--- config.mk ---
export PLATFORM = sky130hd
export DESIGN_NAME = serial_audio_rx
export DESIGN_NICKNAME = d
export VERILOG_FILES = /design/src/rtl/sar_pkg.sv /design/src/rtl/sar_edge_sync.sv /design/src/rtl/sar_deser.sv /design/src/rtl/sar_pair.sv /design/src/rtl/serial_audio_rx.sv
export SDC_FILE = /design/constraint.sdc
export NUM_CORES = 1
export LEC_CHECK = 0
export ABC_AREA = 1
export BUFFER_PORTS_ARGS = -buffer_cell sky130_fd_sc_hd__clkbuf_2
export CAP_MARGIN = 15
export CORE_ASPECT_RATIO = 0.5
export CORE_MARGIN = 4
export CORE_UTILIZATION = 25
export DETAILED_ROUTE_END_ITERATION = 10
export GPL_ROUTABILITY_DRIVEN = 0
export PLACE_DENSITY = 0.5
export SETUP_SLACK_MARGIN = 0.4
export SYNTH_ARGS = -nofsm -noshare
export SYNTH_HDL_FRONTEND = slang
export SYNTH_SLANG_ARGS = --single-unit
--- constraint.sdc ---
create_clock -name clk -period 1.4 [get_ports clk]
set_input_delay 0.28 -clock clk [delete_from_list [all_inputs] [get_ports clk]]
set_output_delay 0.28 -clock clk [all_outputs]
set_load 0.02 [all_outputs]
--- src/rtl/sar_pkg.sv ---
package sar_pkg;
  typedef enum logic {FMT_RJ = 1'b0, FMT_I2S = 1'b1} fmt_e;

  // Left channel is word clock low in I2S framing, high in right-justified framing.
  function automatic logic half_is_left(input logic fmt, input logic ws_level);
    return (fmt == FMT_I2S) ? ~ws_level : ws_level;
  endfunction
endpackage

--- src/rtl/sar_edge_sync.sv ---
module sar_edge_sync #(
  parameter int STAGES = 2
) (
  input  logic clk,
  input  logic rst,
  input  logic sck_i,
  input  logic ws_i,
  input  logic sd_i,
  output logic tick_o,
  output logic ws_o,
  output logic sd_o
);
  localparam int LAST = STAGES - 1;

  logic [STAGES-1:0][2:0] pipe;
  logic                   sck_d;

  always_ff @(posedge clk) begin
    if (rst) begin
      pipe  <= '0;
      sck_d <= 1'b0;
    end else begin
      pipe[0] <= {sck_i, ws_i, sd_i};
      for (int s = 1; s < STAGES; s++) pipe[s] <= pipe[s-1];
      sck_d <= pipe[LAST][2];
    end
  end

  assign tick_o = pipe[LAST][2] & ~sck_d;
  assign ws_o   = pipe[LAST][1];
  assign sd_o   = pipe[LAST][0];


  tick_pulse_chk: assert property (@(posedge clk) disable iff (rst) tick_o |=> !tick_o);
endmodule

--- src/rtl/sar_deser.sv ---
module sar_deser import sar_pkg::*; #(
  parameter int SAMPLE_W = 24,
  parameter int RJ_W     = 16,
  parameter int PACK_W   = 16,
  parameter int CNT_W    = 8
) (
  input  logic                clk,
  input  logic                rst,
  input  logic                fmt_i2s,
  input  logic                tick,
  input  logic                ws,
  input  logic                sd,
  output logic                close_stb,
  output logic                close_left,
  output logic                close_ok,
  output logic                close_pack,
  output logic [SAMPLE_W-1:0] close_data
);
  localparam int               PAD_W    = SAMPLE_W - RJ_W;
  localparam logic [CNT_W-1:0] CNT_MAX  = '1;
  localparam logic [CNT_W-1:0] I2S_MIN  = CNT_W'(SAMPLE_W);
  localparam logic [CNT_W-1:0] RJ_MIN   = CNT_W'(RJ_W);
  localparam logic [CNT_W-1:0] PACK_LEN = CNT_W'(PACK_W);

  logic                primed, synced, ws_prev;
  logic [CNT_W-1:0]    cnt, wpos;
  logic [SAMPLE_W-1:0] acc, acc_w;
  logic [RJ_W-1:0]     rjsr;
  logic                level_change, len_ok;

  assign level_change = tick && primed && (ws != ws_prev);

  always_comb begin
    acc_w = acc;
    for (int i = 0; i < SAMPLE_W; i++)
      if (wpos == CNT_W'(SAMPLE_W - 1 - i)) acc_w[i] = sd;
  end

  assign len_ok = (fmt_i2s == FMT_I2S) ? ((cnt >= I2S_MIN) || (cnt == PACK_LEN))
                                       : (cnt >= RJ_MIN);

  always_ff @(posedge clk) begin
    if (rst) begin
      primed     <= 1'b0;
      synced     <= 1'b0;
      ws_prev    <= 1'b0;
      cnt        <= '0;
      wpos       <= '0;
      acc        <= '0;
      rjsr       <= '0;
      close_stb  <= 1'b0;
      close_left <= 1'b0;
      close_ok   <= 1'b0;
      close_pack <= 1'b0;
      close_data <= '0;
    end else begin
      close_stb <= 1'b0;
      if (tick) begin
        primed  <= 1'b1;
        ws_prev <= ws;
        rjsr    <= {rjsr[RJ_W-2:0], sd};
        if (level_change) begin
          synced     <= 1'b1;
          close_stb  <= synced;
          close_left <= half_is_left(fmt_i2s, ws_prev);
          close_ok   <= len_ok;
          close_pack <= (cnt == PACK_LEN);
          close_data <= (fmt_i2s == FMT_I2S) ? acc_w : {rjsr, {PAD_W{1'b0}}};
          cnt        <= CNT_W'(1);
          wpos       <= '0;
          acc        <= '0;
        end else begin
          cnt  <= (cnt == CNT_MAX) ? cnt : cnt + 1'b1;
          wpos <= (wpos == CNT_MAX) ? wpos : wpos + 1'b1;
          acc  <= acc_w;
        end
      end
    end
  end


  close_pulse_chk: assert property (@(posedge clk) disable iff (rst) close_stb |=> !close_stb);
endmodule

--- src/rtl/sar_pair.sv ---
module sar_pair #(
  parameter int SAMPLE_W = 24,
  parameter int PACK_W   = 16
) (
  input  logic                clk,
  input  logic                rst,
  input  logic                close_stb,
  input  logic                close_left,
  input  logic                close_ok,
  input  logic                close_pack,
  input  logic [SAMPLE_W-1:0] close_data,
  output logic [SAMPLE_W-1:0] left_o,
  output logic [SAMPLE_W-1:0] right_o,
  output logic                valid_o,
  output logic                pack_o,
  output logic                err_o
);
  localparam int PAD_W = SAMPLE_W - PACK_W;

  logic [SAMPLE_W-1:0] lbuf;
  logic                lok, lpack;

  always_ff @(posedge clk) begin
    if (rst) begin
      lbuf    <= '0;
      lok     <= 1'b0;
      lpack   <= 1'b0;
      left_o  <= '0;
      right_o <= '0;
      valid_o <= 1'b0;
      pack_o  <= 1'b0;
      err_o   <= 1'b0;
    end else begin
      valid_o <= 1'b0;
      if (close_stb) begin
        if (!close_ok) err_o <= 1'b1;
        if (close_left) begin
          lok   <= close_ok;
          lbuf  <= close_data;
          lpack <= close_pack;
        end else begin
          lok <= 1'b0;
          if (close_ok && lok) begin
            left_o  <= lbuf;
            right_o <= close_data;
            pack_o  <= lpack & close_pack;
            valid_o <= 1'b1;
          end
        end
      end
    end
  end


  valid_pulse_chk: assert property (@(posedge clk) disable iff (rst) valid_o |=> !valid_o);

  err_sticky_chk: assert property (@(posedge clk) disable iff (rst) err_o |=> err_o);

  pack_pad_chk: assert property (@(posedge clk) disable iff (rst)
    (valid_o && pack_o) |-> (left_o[PAD_W-1:0] == '0 && right_o[PAD_W-1:0] == '0));
endmodule

--- src/rtl/serial_audio_rx.sv ---
module serial_audio_rx import sar_pkg::*; #(
  parameter int SAMPLE_W    = 24,
  parameter int RJ_W        = 16,
  parameter int PACK_W      = 16,
  parameter int CNT_W       = 8,
  parameter int SYNC_STAGES = 2
) (
  input  logic                clk,
  input  logic                rst,
  input  logic                fmt_i2s,
  input  logic                bclk_i,
  input  logic                lrclk_i,
  input  logic                sdata_i,
  output logic [SAMPLE_W-1:0] left_o,
  output logic [SAMPLE_W-1:0] right_o,
  output logic                pair_valid_o,
  output logic                pack16_o,
  output logic                frame_err_o
);
  localparam int PAD_W = SAMPLE_W - RJ_W;

  logic                tick, ws_s, sd_s;
  logic                c_stb, c_left, c_ok, c_pack;
  logic [SAMPLE_W-1:0] c_data;

  sar_edge_sync #(.STAGES(SYNC_STAGES)) u_sync (
    .clk(clk), .rst(rst), .sck_i(bclk_i), .ws_i(lrclk_i), .sd_i(sdata_i),
    .tick_o(tick), .ws_o(ws_s), .sd_o(sd_s)
  );

  sar_deser #(.SAMPLE_W(SAMPLE_W), .RJ_W(RJ_W), .PACK_W(PACK_W), .CNT_W(CNT_W)) u_deser (
    .clk(clk), .rst(rst), .fmt_i2s(fmt_i2s), .tick(tick), .ws(ws_s), .sd(sd_s),
    .close_stb(c_stb), .close_left(c_left), .close_ok(c_ok), .close_pack(c_pack),
    .close_data(c_data)
  );

  sar_pair #(.SAMPLE_W(SAMPLE_W), .PACK_W(PACK_W)) u_pair (
    .clk(clk), .rst(rst), .close_stb(c_stb), .close_left(c_left), .close_ok(c_ok),
    .close_pack(c_pack), .close_data(c_data),
    .left_o(left_o), .right_o(right_o), .valid_o(pair_valid_o),
    .pack_o(pack16_o), .err_o(frame_err_o)
  );


  rj_pad_chk: assert property (@(posedge clk) disable iff (rst)
    (pair_valid_o && fmt_i2s == FMT_RJ) |->
      (left_o[PAD_W-1:0] == '0 && right_o[PAD_W-1:0] == '0));
endmodule

# Word level (Yosys, flattened, before mapping)
# Index checks and enable logic that the tools add are counted.
op_classes:
  addsub: 2
  multipliers: 0
  n_div: 0
  order_cmp: 2
  eq_ne: 29
  n_shift: 0
  mux: 34
  bitwise: 9
  reduce_logical: 13
ops:
  columns: ["op", "count"]
  rows:
  - ["$eq 8x5->1 const B", 9]
  - ["$eq 8x4->1 const B", 8]
  - ["$mux 24", 2]
  - ["$eq 8x3->1 const B", 4]
  - ["$mux 8", 4]
  - ["$mux 1", 28]
  - ["$add 8x1->8 const B", 2]
  - ["$eq 8x2->1 const B", 2]
  - ["$eq 8x8->1 const B", 2]
  - ["$ge 8x5->1 const B", 2]
  - ["$reduce_and 2->1", 5]
  - ["$eq 8x1->1 const B", 1]
  - ["$logic_not 8->1", 1]
  - ["$not 1->1", 7]
  - ["$reduce_or 3->1", 2]
  - ["$ne 2x1->1 const B", 2]
  - ["$logic_and 1x1->1", 3]
  - ["$reduce_and 3->1", 1]
  - ["$and 1x1->1", 2]
  - ["$logic_or 1x1->1", 1]
  - ["$ne 1x1->1", 1]
word_totals:
  ff_bits: 171
  latch_bits: 0
  ram_bits: 0
  mem_bits_ro: 0
  input_bits: 6
  output_inout_bits: 51
  elab_cells: 112
  n_memories: 0

# Logic depth before layout (Yosys ltp)
depth:
  word_depth: 6
  depth_mapped: 10
  depth_no_buf: 10

# Cells and area by module
# A second synthesis with hierarchy kept.
hier_totals:
  hier_cells: 1090
  area_unflattened_um2: 7532.2
modules_own_cells:
  columns: ["module", "n_inst", "cells_each", "area_each_um2", "seq_area_each_um2"]
  rows:
  - ["sar_deser", 1, 650, 4327.9, 1741.7]
  - ["sar_pair", 1, 418, 3007.9, 1541.5]
  - ["sar_edge_sync", 1, 22, 196.4, 140.1]

# Worst setup path before layout
# No wires, ideal clock.
synth_path:
  path_kind: "reg-to-reg"
  startpoint: "reg u_deser.wpos[1]"
  endpoint: "reg u_deser.wpos[5]"
  setup_time_ns: 0.070
  arrival_ns: 1.312
  required_ns: 1.330
  setup_slack_ns: 0.017
  path_stages_with_launch: 10
  n_path_buf: 0
  synth_period_minus_slack_ns: 1.383
  cell_sequence: "dfxtp_1 > ha_1 > inv_1 > nor2_2 > nand2_2 > clkinv_2 > nand2_4 > nand2_4 > nand2_1 > a21oi_1"
synth_between:
  elab_chain_cells: 3
  word_cells_on_any_way: 6
  classes_between: "add/sub: 1; eq/ne: 2; mux: 2; reduce/logical: 1"
synth_rtl:
  columns: ["item", "line_no", "rtl"]
  rows:
  - ["from (decl)", "sar_deser.sv:26", "logic [CNT_W-1:0] cnt, wpos;"]
  - ["from (signal assigned)", "sar_deser.sv:74", "wpos <= (wpos == CNT_MAX) ? wpos : wpos + 1'b1;"]
  - ["$add 8x1->8 / $eq 8x8->1 (equally long branches)", "sar_deser.sv:74", null]
  - ["$mux 8 / $ne 2x1->1 (equally long branches)", null, null]
  - ["$mux 8 / $reduce_and 2->1 (equally long branches)", null, null]
# Several ways; a longest one is shown, not always the timed one. The select of a mux whose other input is x is not followed.
# A chain may end at the register's enable or synchronous reset.

# Final worst setup path
layout_path:
  startpoint: "reg u_deser.wpos[3]"
  endpoint: "reg u_deser.acc[15]"
layout_between:
  elab_chain_cells: 3
layout_rtl:
  columns: ["item", "line_no", "rtl"]
  rows:
  - ["$eq 8x4->1", "sar_deser.sv:36", "if (wpos == CNT_W'(SAMPLE_W - 1 - i)) acc_w[i] = sd;"]
  - ["$mux 1", "sar_deser.sv:36", null]
  - ["$mux 24", "sar_deser.sv:62", "if (level_change) begin"]
  - ["to (signal assigned)", "sar_deser.sv:75", "acc <= acc_w;"]
  - ["to (decl)", "sar_deser.sv:27", "logic [SAMPLE_W-1:0] acc, acc_w;"]
# No other way between the ends.

==> implementation parameters <==
Parameter                              Value

Outcome
  Run status ... finished, final reports clean

Final layout
  Proportion of layout cells with a drive suffix above 1 ... 48.64%
  Area growth from synthesis to final layout ... 66.93%
  Antenna cell count ... 0
  Post-route standard cell area excluding fillers ... 12110 sq um
  Post-layout net count ... 1177
  Commonest non-fill, non-tap cells in the layout ... 177 x nand2_1, 112 x nor2_1, 97 x dfxtp_1, 75 x buf_4, 71 x nor2_4
  Leading cell type in the layout, fill and taps excluded ... nand2_1

GRT
  Wire length of the first global-routing pass ... 35670 microns
  Total grt overflow ... 0
  Maximum number of pins on one net before global-route repair ... 49
  Initial antenna violation count ... 0
  Via count of the first global-routing pass ... 6524
  Overall global routing resource usage ... 13.99%

Floorplanning
  DIE AREA ... 31970 sq um
  Row count ... 43
  Die Wd ... 248.9 microns
  Standard cell core area ... 28140 sq um
  # IOs ... 57
  Die boundary height ... 128.4 microns
  Starting density of the core ... 25.78%

Critical path
  CP arrival ... 1.72 ns
  Maximum fanout count along the critical path ... 8
  Max stage delay cell, worst path ... dfxtp_2
  Most numerous cell on the critical path ... buf_4
  CP Class ... reg -> reg
  Cell-by-cell trace of the critical path ... buf_12 -> inv_8 -> nor2_4 -> buf_4 -> nand3_1 -> buf_4 -> nand3_2 -> a21oi_1
  Kind of end point of the critical path ... flip-flop
  Critical Path Max Stage Delay ... 0.35 ns
  Worst Path Buf+Inv ... 4
  Data required time at the worst endpoint ... 1.72 ns
  Cell family with most CP delay ... buffers and inverters
  Critical Path Source Type ... flip-flop

STA
  Final min period ... 1.397 ns
  Total count of hold-check failures in the final report ... 0
  Tightest Pin Transition ... 0.2611 ns
  Worst-case headroom to the max-slew limit ... 82.55%
  Final max-slew violation count ... 0
  Unrepaired setup endpoints after global routing ... yes
  Achievable frequency ... 715.8 MHz
  Final setup skew ... 0.01132 ns
  Final WS setup ... 0.002914 ns
  Period utilisation layout ... 99.79%
  Final Setup Violations ... 0

Placed design
  Port Buffers ... 56
  Pre-CTS setup slack ... -0.01297 ns
  Final HPWL from detailed placement ... 13530 microns
  Placed cell areas ... 8484 sq um

Logic synthesis
  Primary flip-flop cell chosen by synthesis mapping ... dfxtp_1
  Number of synthesized flops with an enable pin ... 0
  Post-Syn Area ... 7253 sq um
  Share of synthesized area occupied by flip-flops and latches ... 47.20%
  Post-synthesis register bit count ... 171
  Post-synthesis async set-or-reset flop share ... 0%
  Cell count after synthesis ... 1010
  Count of cell types in the netlist ... 32
  Yosys warning total ... 0
  Post-synthesis net count ... 1022
  Avg Synthesized Cell Area ... 7.181 sq um

Power
  Areal power density over the cells ... 852.2 nW/um^2
  Highest ir drop seen on vdd ... 0.6892 mV
  Static power due to leakage ... 4.875 nW

CTS
  Maximum count of clock buffers along a single path ... 2
  H-tree levels ... 4
  Library cell used as clock root buffer ... clkbuf_16
  Clock Sink Count ... 171
  Clock tree from TritonCTS ... done
  Total clock buffers created by CTS ... 17
  Clock latency on the worst-skew pair ... 0.44 ns
  Reg clk slew, reported paths ... 0.07 ns

Detailed routing
  Pre-Repair DR Iteration Count ... 5
  Detail-routed net length per standard cell ... 15.52 microns
  Count of unresolved DRC violations after routing ... 0
  Count of nets left with antenna violations after detail routing ... 0
  Vias per cell ... 4.581
  Total number of vias ... 7146
  Initial DRC Count ... 421
  Post-detailed-routing wire length ... 24210 microns

Worst hold path
  Type of the worst min-delay path ... in -> reg

Flow run
  Max-capacitance violation count ... 0
[power breakdown]
| part | leakage [nW] | internal [mW] | switching, mW |
|---|---|---|---|
| Clock | 0.292 | 2.56 | 2.28 |
| Combinational | 3.16 | 0.227 | 0.371 |
| Sequential | 1.43 | 4.84 | 0.0352 |
[path summary, 6_finish.rpt]
| kind | from | to | slack (ns) | cells past startpoint |
|---|---|---|---|---|
| max | u_deser.wpos[3] | u_deser.acc[15] | 0.003 | 8 |
| min | lrclk_i | u_sync.pipe[1] | 0.03 | 3 |
| max reg2reg | u_deser.wpos[3] | u_deser.acc[15] | 0.003 | 8 |
| min reg2reg | u_sync.pipe[1] | u_sync.ws_o | 0.39 | 2 |
[logic make-up (layout without fill, tap and decap cells)]
group	Yosys count	in the layout	share of synthesized area, %
buf+inv	134	302	8.280
flops	171	171	47.20
simple gates	525	525	30.65
xor+xnor	3	3	0.3623
compound gates	171	171	12.47
fa+ha+maj	6	6	1.035
[area by class of cell]
class / instances / area, sq um
Tap cell: 382 / 478.0
Clock buffer: 17 / 425.4
Multi-Input combinational cell: 705 / 4568
Timing Repair Buffer: 191 / 2499
Sequential cell: 171 / 3596
Inverter: 79 / 369.1
Fill cell: 2633 / 16030
Clock inverter: 15 / 172.7
[registers in the layout (all words and copies together) (netlist names), 4 cells and up]
name / count
u_deser.wpos: 8
u_pair.right_o: 24
u_sync.pipe: 4
u_deser.acc: 24
u_deser.cnt: 8
u_deser.rjsr: 16
u_deser.close_data: 24
u_pair.lbuf: 24
u_pair.left_o: 24
[per-stage QoR]
| step | utilization, % | setup TNS, ns | std cells | hold WS [ns] | power [mW] |
|---|---|---|---|---|---|
| final | 43.03 | 0 | 1560 | 0.03484 | 10.32 |
| after global routing | 43.03 | -0.6007 | 1560 | 0.04358 | 10.71 |
| after CTS | 38.13 | 0 | 1507 | 0.01591 | 10.37 |
| after detailed placement | 30.15 | -0.01297 | 1434 | 0.3843 | 5.483 |
| after global placement | 30.15 | 0 | 1434 | 0.3827 | 5.481 |
| after floorplan | - | 0 | 1010 | 0.3809 | 5.343 |
[cells in the mapped netlist, types with 2 or more instances]
master | number | area [sq um]
dfxtp_1 | 171 | 3423
nor2_4 | 5 | 56.30
inv_1 | 73 | 274.0
a21oi_1 | 61 | 305.3
nand3_1 | 69 | 345.3
a21oi_2 | 2 | 17.52
nor2_8 | 2 | 40.04
buf_2 | 6 | 30.03
nand2_1 | 218 | 818.3
inv_2 | 3 | 11.26
clkinv_1 | 2 | 7.510
nor3_1 | 8 | 40.04
ha_1 | 6 | 75.07
clkbuf_8 | 2 | 27.53
nand2_2 | 7 | 43.79
buf_6 | 6 | 67.56
o22ai_1 | 4 | 25.02
nand2_4 | 3 | 33.78
clkbuf_1 | 33 | 123.9
xor2_1 | 2 | 17.52
nand4_1 | 10 | 62.56
o21bai_1 | 12 | 90.09
nor2_2 | 6 | 37.54
nor2_1 | 196 | 735.7
buf_4 | 6 | 45.04
o21ai_0 | 91 | 455.4
[routing by layer]
| metal | up-vias | track usage (%) | share of wire [%] |
|---|---|---|---|
| li1 | 3549 | - | - |
| met1 | 3428 | 19.14 | 47 |
| met2 | 140 | 22.89 | 47 |
| met3 | 29 | 2.868 | 3.8 |
| met4 | 0 | 3.427 | 1.7 |
| met5 | - | 0 | 0 |
[tightest hold or removal path, stage by stage]
cell,delay (ns)
clkbuf_2,0.08
inv_1,0.04
nor2_1,0.03
[what timing repair did]
| action | in CTS | in global routing |
|---|---|---|
| hold buffers | 0 | 0 |
| gates cloned | 10 | 7 |
| buffers inserted | 31 | 46 |
| endpoints found under the setup margin | 212 | 213 |
| resized for setup | 349 | 297 |
| pin swaps | 53 | 60 |
Note: power is estimated with default switching activity, not from simulation.
